--- config.mk ---
export PLATFORM = sky130hd
export DESIGN_NAME = isqrt_array
export DESIGN_NICKNAME = d
export VERILOG_FILES = /design/src/rtl/isqrt_pkg.sv /design/src/rtl/isqrt_sm_cell.sv /design/src/rtl/isqrt_row.sv /design/src/rtl/isqrt_array.sv
export SDC_FILE = /design/constraint.sdc
export NUM_CORES = 1
export LEC_CHECK = 0
export BUFFER_PORTS_ARGS = -buffer_cell sky130_fd_sc_hd__buf_2
export CORE_UTILIZATION = 36
export DETAILED_ROUTE_END_ITERATION = 8
export MAX_ROUTING_LAYER = met4
export SKIP_LAST_GASP = 1
export SLEW_MARGIN = 20
export SYNTH_ARGS = -nofsm -noshare
export SYNTH_HDL_FRONTEND = slang
export SYNTH_SLANG_ARGS = --single-unit
--- constraint.sdc ---
create_clock -name vclk -period 4.66
set_input_delay 0.466 -clock vclk [all_inputs]
set_output_delay 0.466 -clock vclk [all_outputs]
set_load 0.01 [all_outputs]
--- src/rtl/isqrt_pkg.sv ---
package isqrt_pkg;
  // subtrahend kind seen by one cell
  typedef enum logic [1:0] {SUB_VAR, SUB_ZERO, SUB_ONE} sub_mode_e;

  // trial = {partial_root, 2'b01}; bit j is variable only over known root bits
  function automatic sub_mode_e trial_mode(input int j, input int lvl);
    if (j == 0) return SUB_ONE;
    if (j >= 2 && (j - 2) < lvl) return SUB_VAR;
    return SUB_ZERO;
  endfunction
endpackage

--- src/rtl/isqrt_sm_cell.sv ---
module isqrt_sm_cell
  import isqrt_pkg::*;
#(
  parameter sub_mode_e MODE = SUB_VAR
) (
  input  logic a_i,
  input  logic b_i,
  input  logic bin_i,
  input  logic pass_i,
  output logic d_o,
  output logic bout_o
);
  logic diff;

  generate
    if (MODE == SUB_ZERO) begin : g_b0
      logic unused_b;
      assign unused_b = b_i;
      assign diff     = a_i ^ bin_i;
      assign bout_o   = ~a_i & bin_i;
    end else if (MODE == SUB_ONE) begin : g_b1
      logic unused_b;
      assign unused_b = b_i;
      assign diff     = ~(a_i ^ bin_i);
      assign bout_o   = ~a_i | bin_i;
    end else begin : g_full
      assign diff   = a_i ^ b_i ^ bin_i;
      assign bout_o = (~a_i & b_i) | (~a_i & bin_i) | (b_i & bin_i);
    end
  endgenerate

  // row borrow set: trial failed, keep operand
  assign d_o = pass_i ? a_i : diff;
endmodule

--- src/rtl/isqrt_row.sv ---
module isqrt_row
  import isqrt_pkg::*;
#(
  parameter int ROW_W  = 6,
  parameter int ROOT_W = 4,
  parameter int LVL    = 0
) (
  input  logic [ROW_W-1:0]  rem_i,
  input  logic [ROOT_W-1:0] root_i,
  output logic [ROW_W-1:0]  rem_o,
  output logic              bit_o
);
  logic [ROW_W:0]   brw;
  logic [ROW_W-1:0] trial;
  logic             pass;
  logic             unused_root;

  assign brw[0]      = 1'b0;
  assign pass        = brw[ROW_W];
  assign bit_o       = ~brw[ROW_W];
  assign unused_root = ^root_i;

  generate
    for (genvar j = 0; j < ROW_W; j++) begin : g_col
      localparam sub_mode_e M = trial_mode(j, LVL);
      if (M == SUB_VAR) begin : g_var
        assign trial[j] = root_i[j-2];
      end else begin : g_const
        assign trial[j] = (M == SUB_ONE);
      end
      isqrt_sm_cell #(.MODE(M)) u_cell (
        .a_i   (rem_i[j]),
        .b_i   (trial[j]),
        .bin_i (brw[j]),
        .pass_i(pass),
        .d_o   (rem_o[j]),
        .bout_o(brw[j+1])
      );
    end
  endgenerate
endmodule

--- src/rtl/isqrt_array.sv ---
module isqrt_array #(
  parameter int DATA_W = 8,
  localparam int ROOT_W = DATA_W / 2,
  localparam int REM_W  = ROOT_W + 1
) (
  input  logic [DATA_W-1:0] data_i,
  output logic [ROOT_W-1:0] root_o,
  output logic [REM_W-1:0]  rem_o
);
  localparam int ROW_W = ROOT_W + 2;

  logic [ROW_W-1:0]  rem_q  [ROOT_W+1];
  logic [ROOT_W-1:0] part_q [ROOT_W+1];

  assign rem_q[0]  = '0;
  assign part_q[0] = '0;

  generate
    for (genvar i = 0; i < ROOT_W; i++) begin : g_row
      localparam int K = ROOT_W - 1 - i;
      logic [ROW_W-1:0] rem_ext;
      logic             rbit;
      logic             unused_hi;

      // previous remainder < 2^ROOT_W, top two bits always zero here
      assign rem_ext   = {rem_q[i][ROW_W-3:0], data_i[2*K+1 -: 2]};
      assign unused_hi = ^{rem_q[i][ROW_W-1 -: 2], part_q[i][ROOT_W-1]};

      isqrt_row #(
        .ROW_W (ROW_W),
        .ROOT_W(ROOT_W),
        .LVL   (i)
      ) u_row (
        .rem_i (rem_ext),
        .root_i(part_q[i]),
        .rem_o (rem_q[i+1]),
        .bit_o (rbit)
      );

      assign part_q[i+1] = {part_q[i][ROOT_W-2:0], rbit};
    end
  endgenerate

  logic unused_top;
  assign unused_top = rem_q[ROOT_W][ROW_W-1];

  assign root_o = part_q[ROOT_W];
  assign rem_o  = rem_q[ROOT_W][REM_W-1:0];
endmodule

==> results.md, run 1 <==
- Status: completed
- Register area share after synthesis: 0%
- Placed cell areas: slightly above 500 um2
- Crit path DAT: roughly 3.5 ns
- Hold endpoint: rem_o[2]
- Avg Inst Size Synth: around 7.1 um2
- Hold Vio Cnt, Final: 0
- Cell Count, Final, Fillers Out: 90
- Final WL: 829 um
- Port bufs: 17
- Number of global-route vias before repair: roughly 340
- Crit end category: output port
- IO Pins: 17
- Area Overhead vs Synth: 10.7%
- Met3 WL: roughly 20 um
- Crit-path max FO: 7
- Post-CTS sizing: 0
- WL met2: approximately 370 um
- Post-layout minimum cycle time: between 3 and 4 ns
- Die X: 38.1 um
- Crit start category: primary input
- Total grt overflow: 0
- Core area: between 1000 and 1500 um2
- Total Nets Final: just over 90
- Core Rows: 12
- Seq Cell Count: 0
- Post-layout util: roughly 45%
- FILL cells: 130
- Yosys Warn Count: 0
- Post-detail-place hpwl: approximately 750 um
- Worst-Margin Slew: 0.428 ns
- Pins Over Slew Limit: 0
- Met1 Wirelength: 438 um
- Initial Util: 40.6%
- Switch share: a little over half
- Die H: about 38 um
- Clock buffer count: 0
- Required @ worst endpoint: ~4.2 ns
- Mapped cell area: between 400 and 500 um2
- Multi-input logic area: 364 um2
- Setup CP Type: primary input to output port
- Commonest non-fill, non-tap cell in the layout: buf_2
- Hold Buf Count CTS: 0
- Syn_nets: 79
- Inst Count DP: 90
- First-pass iteration count of the detailed router: 2
- Global-route wire length before repair: about 1300 um
- Hold Slack: 1.29 ns
- Total Power: between 0.1 and 0.15 mW
- DRC viols: 0
- Syn Inst Count: 66
- Period utilisation layout: around 85%
- Most frequent cells in the layout: buf_2 (17), inv_1 (10), nor2_1 (8), o21ai_0 (7), xnor2_1 (4)
- Hold depth: 3
- DR top layer: met3
- Post-CTS Setup Bufs: 0
- Gr usage total: roughly an eighth
- Sequential share of power: 0%
- FF/Latch Area: 0 um2
- Worst hold start: data_i[2]
- Final setup violation count: 0
- Int Power: 0.0497 mW
- RSZ-0062 raised after global routing: no
- Via density: approximately 4.7
- Post-route setup TNS: 0 ns
- Pwr dens: roughly 210 nW/um2
- Clock power frac: 0%
- Min-Delay Path Class: primary input to output port
- Die area: ~1500 um2
- Fmax achieved: 253 MHz
- Peak VDD IR: around 0.075 mV
- WL/cell: 9.21 um
- Worst slew margin: between 70% and 80%
- DRT iter0 DRCs: 3
- Antenna violations before repair: 0
- Routed Antenna Nets: 0
- Psw: approximately 0.059 mW
- Yosys cell types: 25
- Gp weighted congestion: between 0.7 and 0.8
- Max cap viols: 0
- Pre-CTS setup slack: roughly 0.7 ns
- Routed via count: approximately 420
- Fin area: 519 um2
- P_leak: around 0.27 nW
- Comb pwr share: between 90% and 100%
- Share of cells above drive strength 1: 32.9%
- Worst Slack Setup Final: just over 0.7 ns
- Largest net degree at the start of global routing: 9
- # diodes: 0
[cell usage after synthesis]
library cell  number  area share [%]
ha_1               3             8.0
and3_1             1             1.3
o21ai_0            7             7.5
nor3_1             1             1.1
xor2_1             1             1.9
or2_2              1             1.3
o2111ai_4          1             5.6
nor2_1             8             6.4
o2111ai_2          1             3.2
and2_1             1             1.3
mux2i_1            2             4.3
a31oi_1            1             1.3
nand2_1            3             2.4
o31ai_1            1             1.6
inv_1             10             8.0
a21o_1             1             1.6
fa_1               2             8.5
xnor2_1            4             7.5
buf_4              9              14
nor2_2             1             1.3
a21oi_1            3             3.2
a21oi_2            1             1.9
and3b_1            1             1.9
a41o_1             1             2.1
or4_4              1             2.4
[critical path, stage by stage]
cell and delay (ns):
buf_2 0.11, inv_1 0.08, ha_1 0.23, nor2_2 0.08, nor2_1 0.23, o21ai_0 0.16
fa_1 0.52, o21ai_0 0.17, o21ai_0 0.13, xnor2_1 0.18, fa_1 0.48, o2111ai_4 0.14
o2111ai_2 0.16, xnor2_1 0.17, buf_2 0.15
[power groups by stage]
stage	clock network, mW	registers [mW]	logic [mW]
2_1_floorplan	0	0	0.102
3_3_place_gp	0	0	0.109
3_5_place_dp	0	0	0.110
4_1_cts	0	0	0.110
5_1_grt	0	0	0.123
6_report	0	0	0.109
[layout make-up]
type | instances | share of cell area [%]
multi-input cells | 47 | 70.1
repair buffers | 19 | 19.3
inverters | 10 | 7.23
well taps | 14 | 3.37
[metal layers]
metal,up-vias,global-route usage [%]
li1,237,-
met1,178,15.8
met2,9,24.2
met3,0,0
met4,0,0
met5,-,-
[how the worst max path moves through the flow]
stage                         start  endpoint  slack (ns)
final                     data_i[4]  rem_o[3]        0.71
after global routing      data_i[4]  rem_o[3]        0.44
after CTS                 data_i[4]  rem_o[3]        0.69
after detailed placement  data_i[4]  rem_o[3]        0.71
after global placement    data_i[4]  rem_o[3]        0.69
after floorplan           data_i[4]  rem_o[3]        0.85
[logic make-up (layout without fill, tap and decap cells)]
family	after synthesis	count (layout)	share of synthesized area (%)
xor+xnor	5	5	9.33
simple gates	18	18	19.5
buf+inv	19	29	22.4
fa+ha+maj	5	5	16.5
mux	2	2	4.27
compound gates	17	17	28.0
Note: power is estimated with default switching activity, not from simulation.
==> inputs of run 2 (changes only) <==
Clock period 4.66 ns to 3.2 ns, I/O delays scaled along.
==> results.md, run 2 (synthesis results as in run 1) <==
- Final setup violation count: 0
- Period utilisation layout: 97.2%
- Crit end category: output port
- Crit start category: primary input
- Commonest non-fill, non-tap cell in the layout: buf_2
- Crit-path max FO: 6
- Core area: ~1200 um2
- Port bufs: 17
- Crit-path slowest cell: fa_2
- Total grt overflow: 0
- Worst path top cell family by delay: compound AO/OA/AOI/OAI gates
- DRT iter0 DRCs: 2
- Seq Cell Count: 0
- Hold Buf Count CTS: 0
- Status: completed
- Switch share: between 40% and 50%
- # diodes: 0
- Worst setup path startpoint: data_i[6]
- Routed via count: 502
- FILL cells: roughly 110
- Worst hold start: data_i[2]
- Pwr dens: approximately 300 nW/um2
- Gp weighted congestion: 0.759
- Min-Delay Path Class: primary input to output port
- First-pass iteration count of the detailed router: 4
- Die X: ~38 um
- Peak VDD IR: 0.139 mV
- Int Power: about 0.11 mW
- Total Power: between 0.2 and 0.25 mW
- Fmax achieved: ~320 MHz
- Required @ worst endpoint: 2.88 ns
- Worst slew margin: around 70%
- Post-layout util: between 60 and 70%
- IO Pins: 17
- Final WL: approximately 1100 um
- Post-detail-place hpwl: approximately 860 um
- Area Overhead vs Synth: 52.5%
- Crit path cell chain: buf_2 -> and2_1 -> nor2_4 -> nor2_1 -> a21oi_1 -> fa_2 -> a21oi_4 -> buf_6 -> o31ai_4 -> nor2_2 -> fa_2 -> a31oi_1 -> a41o_1 -> xnor2_1 -> buf_2
- Psw: 0.107 mW
- Clock buffer count: 0
- Post-route setup TNS: 0 ns
- Initial Util: ~41%
- Clock power frac: 0%
- Post-layout minimum cycle time: about 3.1 ns
- Largest net degree at the start of global routing: 8
- Setup CP Type: primary input to output port
- Crit path DAT: 2.79 ns
- Total Nets Final: ~100
- WL/cell: ~11 um
- Number of global-route vias before repair: roughly 380
- CP bufs+invs: 3
- Most frequent cells in the layout: buf_2 (15), buf_4 (12), inv_1 (7), nor2_1 (6)
- Pins Over Slew Limit: 0
- Global-route wire length before repair: roughly 1600 um
- Hold Vio Cnt, Final: 0
- FF/Latch Area: 0 um2
- Max cap viols: 0
- Worst path max stage delay: about 0.38 ns
- Die H: about 38 um
- Via density: between 4 and 5
- Gr usage total: between 10% and 20%
- Antenna violations before repair: 0
- Die area: roughly 1500 um2
- P_leak: 0.357 nW
- Routed Antenna Nets: 0
- Sequential share of power: 0%
- Worst-Margin Slew: about 0.42 ns
- Comb pwr share: between 90% and 100%
- Share of cells above drive strength 1: roughly three fifths
- DRC viols: 0
- Core Rows: 12
==> run 2: cell count changes in the layout (fill, tap and decap cells not counted), moves of 3 or more <==
| cell | delta |
|---|---|
| inv_1 | -3 |
| buf_6 | +4 |
| o21ai_2 | +3 |
| buf_4 | +10 |
| inv_2 | +3 |
| o21ai_0 | -3 |
==> run 2: metal layers <==
| layer | up-vias | part of all wire (%) | track usage, % |
|---|---|---|---|
| li1 | 263 | - | - |
| met1 | 229 | 46 | 21.3 |
| met2 | 10 | 51 | 24.6 |
| met3 | 0 | 2.7 | 0 |
| met4 | 0 | 0 | 0 |
| met5 | - | 0 | - |
==> run 2: area by class of cell <==
type	count	area, um2	area share, %
repair buffers	31	210	29.4
multi-input cells	47	450	62.9
well taps	14	17.5	2.45
inverters	10	37.5	5.24
==> run 2: worst paths after layout <==
check  cells past startpoint        to
max                       15  rem_o[2]
min                        3  rem_o[2]
==> run 2: metrics by stage <==
| stage | setup slack, ns | cells | hold WS, ns | instance area [um2] |
|---|---|---|---|---|
| after floorplan | 0.0185 | 66 | 0.816 | 494 |
| after global placement | -0.0710 | 100 | 0.989 | 619 |
| after detailed placement | -0.0961 | 100 | 0.990 | 619 |
| after CTS | 0.0215 | 100 | 0.990 | 626 |
| after global routing | -0.0729 | 102 | 1.00 | 716 |
| final | 0.0908 | 102 | 0.982 | 716 |
==> run 2: repair_timing <==
action                                  4_1_cts  5_1_grt
setup buffers                                 0        2
pin swaps                                     3       10
gates resized for setup                       4       18
endpoints found under the setup margin        5        5
==> run 2: power groups by stage <==
stage	Combinational (mW)	Sequential [mW]	Clock, mW
2_1_floorplan	0.155	0	0
3_3_place_gp	0.184	0	0
3_5_place_dp	0.187	0	0
4_1_cts	0.191	0	0
5_1_grt	0.237	0	0
6_report	0.217	0	0
